File: src/rtl/seqcorr_pkg.sv
package seqcorr_pkg;
  typedef enum logic [2:0] {
    ST_IDLE,
    ST_CAPT,
    ST_SWEEP,
    ST_EVAL,
    ST_DONE
  } seqcorr_state_e;
endpackage

File: src/rtl/seqcorr_compress.sv
// Sums the samples of one period and emits the average on the closing marker.
module seqcorr_compress #(
  parameter int SAMPLE_W = 8,
  parameter int SPC_LOG2 = 2
) (
  input  logic                clk,
  input  logic                rst_n,
  input  logic                clr,
  input  logic                in_fire,
  input  logic                in_last,
  input  logic [SAMPLE_W-1:0] in_data,
  output logic                out_valid,
  output logic [SAMPLE_W-1:0] out_value
);
  localparam int ACC_W = SAMPLE_W + SPC_LOG2;

  logic [ACC_W-1:0] acc_q;
  logic [ACC_W-1:0] sum;

  assign sum       = acc_q + ACC_W'(in_data);
  assign out_valid = in_fire & in_last;
  assign out_value = SAMPLE_W'(sum >> SPC_LOG2);

  always_ff @(posedge clk) begin
    if (!rst_n)       acc_q <= '0;
    else if (clr)     acc_q <= '0;
    else if (in_fire) acc_q <= in_last ? '0 : sum;
  end
endmodule

File: src/rtl/seqcorr_lfsr.sv
// Galois replica generator; output bit is bit 0 of the current state.
module seqcorr_lfsr #(
  parameter int              LFSR_W = 16,
  parameter logic [LFSR_W-1:0] TAPS = 16'hB400
) (
  input  logic              clk,
  input  logic              rst_n,
  input  logic              load,
  input  logic              step,
  input  logic [LFSR_W-1:0] seed,
  output logic              bit_out
);
  logic [LFSR_W-1:0] st_q;

  always_ff @(posedge clk) begin
    if (!rst_n)    st_q <= '0;
    else if (load) st_q <= seed;
    else if (step) st_q <= {1'b0, st_q[LFSR_W-1:1]} ^ (st_q[0] ? TAPS : '0);
  end

  assign bit_out = st_q[0];
endmodule

File: src/rtl/seqcorr_mac.sv
// Running sums for one offset and the exact scaled mean-removed score.
module seqcorr_mac #(
  parameter int SAMPLE_W = 8,
  parameter int ACC_W    = 15,
  parameter int SCORE_W  = 30,
  parameter int LENL_W   = 3
) (
  input  logic                      clk,
  input  logic                      rst_n,
  input  logic                      clr,
  input  logic                      en,
  input  logic [SAMPLE_W-1:0]       value,
  input  logic                      ref_bit,
  input  logic [LENL_W-1:0]         len_log2,
  output logic signed [SCORE_W-1:0] score
);
  localparam logic signed [ACC_W-1:0] ONE = ACC_W'(1);

  logic signed [ACC_W-1:0] sv_q, sb_q, svb_q;
  logic signed [ACC_W-1:0] v_ext;

  assign v_ext = signed'(ACC_W'(value));

  always_ff @(posedge clk) begin
    if (!rst_n || clr) begin
      sv_q  <= '0;
      sb_q  <= '0;
      svb_q <= '0;
    end else if (en) begin
      sv_q  <= sv_q + v_ext;
      sb_q  <= ref_bit ? sb_q + ONE : sb_q - ONE;
      svb_q <= ref_bit ? svb_q + v_ext : svb_q - v_ext;
    end
  end

  assign score = (SCORE_W'(svb_q) <<< len_log2) - SCORE_W'(sv_q) * SCORE_W'(sb_q);
endmodule

File: src/rtl/seqcorr_detector.sv
module seqcorr_detector
  import seqcorr_pkg::*;
#(
  parameter int              SAMPLE_W     = 8,
  parameter int              SPC_LOG2     = 2,
  parameter int              DEPTH        = 64,
  parameter int              LFSR_W       = 16,
  parameter logic [LFSR_W-1:0] LFSR_TAPS  = 16'hB400,
  parameter int              LEN_LOG2_MAX = 5,
  localparam int ADDR_W  = $clog2(DEPTH),
  localparam int WIN_W   = ADDR_W + 1,
  localparam int LENL_W  = $clog2(LEN_LOG2_MAX + 1),
  localparam int ACC_W   = SAMPLE_W + LEN_LOG2_MAX + 2,
  localparam int SCORE_W = 2 * ACC_W
) (
  input  logic                      clk,
  input  logic                      rst_n,
  input  logic                      start,
  input  logic [LFSR_W-1:0]         seed,
  input  logic [LENL_W-1:0]         len_log2,
  input  logic [WIN_W-1:0]          win_size,
  input  logic signed [SCORE_W-1:0] threshold,
  input  logic                      s_valid,
  output logic                      s_ready,
  input  logic [SAMPLE_W-1:0]       s_data,
  input  logic                      s_last,
  output logic                      done,
  output logic                      present,
  output logic [ADDR_W-1:0]         best_off,
  output logic signed [SCORE_W-1:0] peak_score
);
  localparam int NEED_W = ADDR_W + 2;
  localparam int IDX_W  = LEN_LOG2_MAX + 1;

  seqcorr_state_e state_q;
  logic [LFSR_W-1:0]         seed_q;
  logic [LENL_W-1:0]         len_q;
  logic [WIN_W-1:0]          win_q;
  logic signed [SCORE_W-1:0] thr_q;
  logic [NEED_W-1:0]         wr_cnt_q;
  logic [WIN_W-1:0]          off_q;
  logic [IDX_W-1:0]          idx_q;
  logic signed [SCORE_W-1:0] best_q;
  logic [ADDR_W-1:0]         best_off_q;
  logic [SAMPLE_W-1:0]       mem [DEPTH];

  logic [NEED_W-1:0]         need;
  logic [IDX_W-1:0]          last_idx;
  logic [NEED_W-1:0]         rd_addr;
  logic                      in_fire, comp_valid, ref_bit;
  logic [SAMPLE_W-1:0]       comp_value;
  logic                      lfsr_load, mac_clr, mac_en;
  logic signed [SCORE_W-1:0] score;
  logic                      capt_end;

  assign need     = (NEED_W'(1) << len_q) + NEED_W'(win_q) - NEED_W'(1);
  assign last_idx = (IDX_W'(1) << len_q) - IDX_W'(1);
  assign rd_addr  = NEED_W'(off_q) + NEED_W'(idx_q);
  assign s_ready  = (state_q == ST_CAPT);
  assign in_fire  = s_valid & s_ready;
  assign capt_end = comp_valid && (wr_cnt_q + NEED_W'(1) == need);

  assign lfsr_load = capt_end || (state_q == ST_EVAL);
  assign mac_clr   = ((state_q == ST_IDLE) && start) || (state_q == ST_EVAL);
  assign mac_en    = (state_q == ST_SWEEP);

  seqcorr_compress #(.SAMPLE_W(SAMPLE_W), .SPC_LOG2(SPC_LOG2)) u_comp (
    .clk(clk), .rst_n(rst_n), .clr(mac_clr && state_q == ST_IDLE),
    .in_fire(in_fire), .in_last(s_last), .in_data(s_data),
    .out_valid(comp_valid), .out_value(comp_value)
  );

  seqcorr_lfsr #(.LFSR_W(LFSR_W), .TAPS(LFSR_TAPS)) u_lfsr (
    .clk(clk), .rst_n(rst_n), .load(lfsr_load), .step(mac_en),
    .seed(seed_q), .bit_out(ref_bit)
  );

  seqcorr_mac #(.SAMPLE_W(SAMPLE_W), .ACC_W(ACC_W), .SCORE_W(SCORE_W), .LENL_W(LENL_W)) u_mac (
    .clk(clk), .rst_n(rst_n), .clr(mac_clr), .en(mac_en),
    .value(mem[rd_addr[ADDR_W-1:0]]), .ref_bit(ref_bit),
    .len_log2(len_q), .score(score)
  );

  always_ff @(posedge clk) begin
    if (comp_valid) mem[wr_cnt_q[ADDR_W-1:0]] <= comp_value;
  end

  always_ff @(posedge clk) begin
    if (!rst_n) begin
      state_q    <= ST_IDLE;
      seed_q     <= '0;
      len_q      <= '0;
      win_q      <= '0;
      thr_q      <= '0;
      wr_cnt_q   <= '0;
      off_q      <= '0;
      idx_q      <= '0;
      best_q     <= '0;
      best_off_q <= '0;
      done       <= 1'b0;
      present    <= 1'b0;
      best_off   <= '0;
      peak_score <= '0;
    end else begin
      done <= 1'b0;
      unique case (state_q)
        ST_IDLE: if (start) begin
          seed_q   <= seed;
          len_q    <= len_log2;
          win_q    <= win_size;
          thr_q    <= threshold;
          wr_cnt_q <= '0;
          state_q  <= ST_CAPT;
        end
        ST_CAPT: if (comp_valid) begin
          wr_cnt_q <= wr_cnt_q + NEED_W'(1);
          if (capt_end) begin
            off_q   <= '0;
            idx_q   <= '0;
            state_q <= ST_SWEEP;
          end
        end
        ST_SWEEP: begin
          if (idx_q == last_idx) state_q <= ST_EVAL;
          else                   idx_q   <= idx_q + IDX_W'(1);
        end
        ST_EVAL: begin
          if (off_q == '0 || score > best_q) begin
            best_q     <= score;
            best_off_q <= off_q[ADDR_W-1:0];
          end
          idx_q <= '0;
          if (off_q == win_q - WIN_W'(1)) state_q <= ST_DONE;
          else begin
            off_q   <= off_q + WIN_W'(1);
            state_q <= ST_SWEEP;
          end
        end
        ST_DONE: begin
          best_off   <= best_off_q;
          peak_score <= best_q;
          present    <= best_q > thr_q;
          done       <= 1'b1;
          state_q    <= ST_IDLE;
        end
        default: state_q <= ST_IDLE;
      endcase
    end
  end
endmodule

File: config.mk
export PLATFORM = sky130hd
export DESIGN_NAME = seqcorr_detector
export DESIGN_NICKNAME = d
export VERILOG_FILES = /design/src/rtl/seqcorr_pkg.sv /design/src/rtl/seqcorr_compress.sv /design/src/rtl/seqcorr_lfsr.sv /design/src/rtl/seqcorr_mac.sv /design/src/rtl/seqcorr_detector.sv
export SDC_FILE = /design/constraint.sdc
export NUM_CORES = 2
export LEC_CHECK = 0
export BUFFER_PORTS_ARGS = -buffer_cell sky130_fd_sc_hd__buf_2
export CORE_UTILIZATION = 40
export DETAILED_ROUTE_END_ITERATION = 6
export GPL_ROUTABILITY_DRIVEN = 1
export GPL_TIMING_DRIVEN = 0
export HOLD_SLACK_MARGIN = 0.02
export PLACE_DENSITY = 0.64
export SYNTH_ARGS = -nofsm -noshare
export SYNTH_HDL_FRONTEND = slang
export SYNTH_SLANG_ARGS = --single-unit
File: constraint.sdc
create_clock -name clk -period 23.7 [get_ports clk]
set_input_delay 2.37 -clock clk [delete_from_list [all_inputs] [get_ports clk]]
set_output_delay 2.37 -clock clk [all_outputs]
set_load 0.1 [all_outputs]
Word-level counts from Yosys, hierarchy flattened

Memory sizes are Yosys's and may differ from the RTL's.
Cells that the tools add are included.

Bits in registers: 225
Memory bits (writable): 512
Input port bits: 69
Output and inout bits: 39
Memories: 1

Memory list:

| name | words | bits a word | rd ports | clocked after Yosys merged registers in | write ports | RTL line               | source |
|---|---|---|---|---|---|---|---|
| mem  | 64    | 8           | 1        | 0                                       | 1           | seqcorr_detector.sv:45 | `logic [SAMPLE_W-1:0] mem [DEPTH];` |

$add $sub $neg: 15
Multiply operators: 1
$lt $le $gt $ge: 2
Eq/ne operators: 13
Shift-type cells: 3
Multiplexer cells: 26
Bitwise logic cells: 4
Reductions and logical operators: 21

Operator list:

| cell                  | number |
|---|---|
| $gt 30x30->1          | 2 |
| $mux 16               | 3 |
| $add 15x9->15         | 2 |
| $mul 15x15->30        | 1 |
| $mux 15               | 2 |
| $sshl 15x3->30        | 1 |
| $sub 30x30->30        | 1 |
| $mux 7                | 3 |
| $mux 6                | 3 |
| $pmux 6 s3            | 1 |
| $mux 8                | 2 |
| $pmux 8 s2            | 1 |
| $xor 15x16->16        | 1 |
| $add 15x2->15 const B | 1 |
| $mux 3                | 5 |
| $sub 15x2->15 const B | 1 |
| $sub 15x9->15         | 1 |
| $pmux 7 s2            | 1 |
| $pmux 3 s4            | 1 |
| $reduce_and 4->1      | 3 |
| $add 10x8->10         | 1 |
| $mux 10               | 1 |
| $add 8x1->8 const B   | 1 |
| $add 8x7->8           | 1 |
| 29 further kinds      | 45 |

Logic depth before layout (Yosys ltp)

Word-level depth: 8
Gate-level depth with buffers: 37
Mapped depth without buffers: 34

Modules after synthesis

A second synthesis with hierarchy kept.

Cells, all modules: 3,701
Area total of the unflattened synthesis: 43,962.2 µm²

By module, submodules not included:

| module           | instances | cells an instance | area each (µm²) | sequential area each (µm²) |
|---|---|---|---|---|
| seqcorr_detector | 1         | 1,935             | 28,557.4        | 18,457.7 |
| seqcorr_mac      | 1         | 1,590             | 13,700.6        | 900.9 |
| seqcorr_lfsr     | 1         | 75                | 873.3           | 320.3 |
| seqcorr_compress | 1         | 101               | 830.8           | 200.2 |

Worst setup path before layout

No wires, ideal clock.

Path kind: register to register
Start: register u_mac.sv_q[9]
End: register best_off_q[1]
Arrival time: 8.268 ns
Required time: 23.572 ns
Slack: 15.305 ns
Cell stages (with the launch flop): 36
Clock period less this slack: 8.395 ns
Path through: dfxtp_1 -> clkbuf_1 -> clkbuf_1 -> nand2_1 -> fa_1 -> inv_1 -> fa_1 -> fa_1 -> inv_1 -> fa_1 -> fa_1 -> inv_1 -> fa_1 -> inv_1 -> ha_1 -> a21oi_1 -> nor2b_1 -> o21a_1 -> a311o_1 -> and2_1 -> o2111ai_1 -> o21ai_0 -> o211ai_1 -> nor2b_1 -> xnor2_1 -> ha_1 -> nand4_1 -> nor4_1 -> a21bo_2 -> a31oi_1 -> o21bai_1 -> a22o_1 -> nand2_1 -> buf_2 -> mux2i_1 -> nor2_1

Cells in the longest elaborated chain, start to end: 5

Ends and longest elaborated chain:

| item                              | RTL line                | source |
|---|---|---|
| from (decl)                       | seqcorr_mac.sv:19       | `logic signed [ACC_W-1:0] sv_q, sb_q, svb_q;` |
| from (signal assigned)            | seqcorr_mac.sv:30       | `sv_q <= sv_q + v_ext;` |
| $mul 15x15->30                    | seqcorr_mac.sv:36       | `assign score = (SCORE_W'(svb_q) <<< len_log2) - SCORE_W'(sv_q) * SCORE_W'(sb_q);` |
| $sub 30x30->30                    | seqcorr_mac.sv:36       |  |
| named net score[28]               | seqcorr_detector.sv:53  | `logic signed [SCORE_W-1:0] score;` |
| $gt 30x30->1                      | seqcorr_detector.sv:128 | `if (off_q == '0 \|\| score > best_q) begin` |
| $logic_or 1x1->1                  | seqcorr_detector.sv:128 |  |
| $reduce_and 2->1 (no source line) | --                      |  |
| to (signal assigned)              | seqcorr_detector.sv:130 | `best_off_q <= off_q[ADDR_W-1:0];` |
| to (decl)                         | seqcorr_detector.sv:44  | `logic [ADDR_W-1:0] best_off_q;` |

The timed path passes the listed nets, and every way through them passes these cells.
A chain may end at the register's enable or synchronous reset.

Worst setup path after layout

Start: register u_mac.sv_q[8]
End: register best_q[2]

Cells in the longest elaborated chain, start to end: 5

Ends and longest elaborated chain:

| item                              | RTL line                | source |
|---|---|---|
| $mul 15x15->30                    | seqcorr_mac.sv:36       |  |
| $sub 30x30->30                    | seqcorr_mac.sv:36       |  |
| named net score[28]               | seqcorr_detector.sv:53  |  |
| $gt 30x30->1                      | seqcorr_detector.sv:128 |  |
| $logic_or 1x1->1                  | seqcorr_detector.sv:128 |  |
| $reduce_and 2->1 (no source line) | --                      |  |
| to (signal assigned)              | seqcorr_detector.sv:129 | `best_q <= score;` |
| to (decl)                         | seqcorr_detector.sv:43  | `logic signed [SCORE_W-1:0] best_q;` |

The timed path passes the listed nets, and every way through them passes these cells.

==> run metrics <==
status=completed; xor and xnor area share after synthesis=0.0273; share of flip-flops with an asynchronous set or reset=0; Synth Area in Compound Gates=0.0772; vias in the first global route=29135; antenna diode count=0; port bufs=107; Final Instance Count excl. Fillers=between 5000 and 6000; Post-Synthesis Cells=between 3000 and 4000; syn_nets=around 4200; routed wire length=~120 mm; main combinational cell family by area after synthesis=adder cells; Setup violations, final=0; drt pass-1 iters=6; critical path startpoint category=register; Tmin final=roughly 11 ns; initial antenna violation count=4; Initial Util=0.405; Cell Rows=~120; Syn Std Cell Area=between 40000 and 50000 µm²; Post-CTS Setup Bufs=0; Place WS=between 10 and 15 ns; LEAKAGE=approximately 19 nW; CTS tree=built; RSZ-0062 raised after global routing=no; post-synthesis sequential area ratio=0.463; Post-Synth Simple-Gate Area=0.109; Bufs on Longest Clock Path=3; cell area after layout=48200 µm²; # nets final=approximately 4400; R2R setup slack=about 13 ns; Ports=108; Initial DRC Count=approximately 2600; CTS clk-pin slew, worst paths=~0.060 ns; DR WL/cell=between 20 and 25 µm; worst hold path class=register to register; most area-hungry cell type in the Yosys netlist=edfxtp_1; pwr dens=~62 nW/µm²; max-capacitance violation count=0; die height=between 300 and 400 µm; # DRC=0; Critical Path RT=24.22 ns; Core Area=106000 µm²; Worst-Skew Late Latency=0.65 ns; worst hold slack=0.451 ns; Finished Core Util=0.455; CTS Hold Bufs=0; most instantiated library cell after synthesis=edfxtp_1; share of the synthesized area in the top cell type=0.358; CTS sink cnt=737; placed instance count=between 5000 and 6000; Slew headroom=0.0229; Seq cells post-synth=approximately 740; layout cells sized above 1=0.119; Routed Antenna Nets=0; Synth Area in Adders=0.179; Max Freq=~95 MHz; drt via density=~5.5; Worst Slack Setup Final=between 10 and 15 ns; RePlAce Congestion=slightly above 0.9; Post-synth top flop=edfxtp_1; CP max stage delay=between 0.5 and 0.6 ns; proportion of synthesized area in mux cells=0.0883; H-tree depth=3; slowest CP cell=clkbuf_1; Unique masters post-synth=84; detailed placer's ending HPWL=between 90 and 100 mm; grt ovf=0; first-pass GRT wire length=about 180 mm; Hold Fails Final Rpt=0; clk_skew=0.0314 ns; Area contributors post-synth=edfxtp_1 (36%), fa_1 (12%), dfxtp_1 (10%); Max Slew Vio Count=0; Final period util=0.444; Syn. warnings=0; vias post-DR=29311; critical path endpoint category=register; Placement Cell Area=between 40000 and 50000 µm²; Die Span X=330 µm; largest net degree at the start of global routing=34; All-Layer GR Usage=0.223; Arr. time, crit path=approximately 11 ns; TNS Setup=0 ns; Avg Synthesized Cell Area=~12 µm²; root cell of the clock tree=clkbuf_16; die area=around 110000 µm²; most frequent CP cell=fa_1; crit-path max FO=10; Syn-to-layout area delta=12.3%; overall power=2.99 mW; CTS Buf Count=a little under 80; Post-CTS Resized=0; Worst VDD drop=approximately 50 µV; most frequent cells after synthesis=edfxtp_1 (512), nand2_1 (435), inv_1 (429); kind of critical path=register to register; Slew @ Worst Pin=about 1.5 ns; Post-synth EDFFs=512
registers in the layout, summed over array words and instances (netlist names), 6 cells and up:
| signal | cells |
|---|---|
| thr_q | 30 |
| seed_q | 16 |
| best_q | 30 |
| idx_q | 6 |
| best_off | 6 |
| peak_score | 30 |
| mem | 512 |
| off_q | 7 |
| best_off_q | 6 |
| wr_cnt_q | 8 |
| u_mac.sv_q | 15 |
| u_comp.acc_q | 10 |
| u_mac.sb_q | 15 |
| u_lfsr.st_q | 16 |
| u_mac.svb_q | 15 |
| win_q | 7 |
final timing paths:
path / startpoint / end / cells after the start
setup reg to reg: u_mac.sv_q[8] / best_q[2] / 35
hold reg to reg: peak_score[16] / peak_score[16] / 2
setup / recovery: u_mac.sv_q[8] / best_q[2] / 35
hold / removal: peak_score[16] / peak_score[16] / 2
layer usage:
| layer | vias to the layer above | GRT usage | part of all wire |
|---|---|---|---|
| li1 | 13205 | - | - |
| met1 | 14739 | 0.316 | 0.44 |
| met2 | 1150 | 0.342 | 0.44 |
| met3 | 213 | 0.0471 | 0.083 |
| met4 | 4 | 0.0705 | 0.032 |
| met5 | - | 0 | 0.00022 |
cell families (layout without fill, tap and decap cells):
| kind of cell | count (synthesis) | after routing |
|---|---|---|
| and+or+nand+nor | 1010 | 1010 |
| DFF | 737 | 737 |
| buffers and inverters | 605 | 879 |
| AOI/OAI and AO/OA | 521 | 521 |
| adders and majority gates | 462 | 462 |
| muxes | 212 | 212 |
| xor gates and xnor gates | 134 | 134 |
layout make-up:
class,count,area (µm²)
clock buffer,94,2040
inverter,432,1620
fill,9599,57700
sequential,737,19900
timing repair buffer,130,863
multi-input combinational,2339,20700
tap,1391,1740
buffer,173,769
clock inverter,50,567
cells in the final DEF, fill, tap and decap left out, types with 81 or more instances in the layout:
master and instances:
nor2_1 221, buf_2 131, dfxtp_1 225, clkbuf_1 135, nand2_1 435, a21oi_1 212, inv_1 429, fa_1 256
edfxtp_1 512, mux4_2 132, and2_1 121, ha_1 206, o21ai_0 81
power by group:
group | switching (mW) | leakage, nW | internal [mW]
logic | 0.217 | 10.8 | 0.135
clock network | 0.539 | 1.27 | 0.704
registers | 0.00517 | 6.47 | 1.39
worst max-delay path, delay by kind of cell (launching register included):
family / cells / cell delay (ns)
buf+inv: 7 / 1.78
xor+xnor: 1 / 0.12
mux: 1 / 0.23
flops: 1 / 0.30
fa+ha+maj: 8 / 3.68
compound gates: 10 / 2.63
simple gates: 8 / 1.64
No activity file was read; power rests on OpenSTA's default activity.
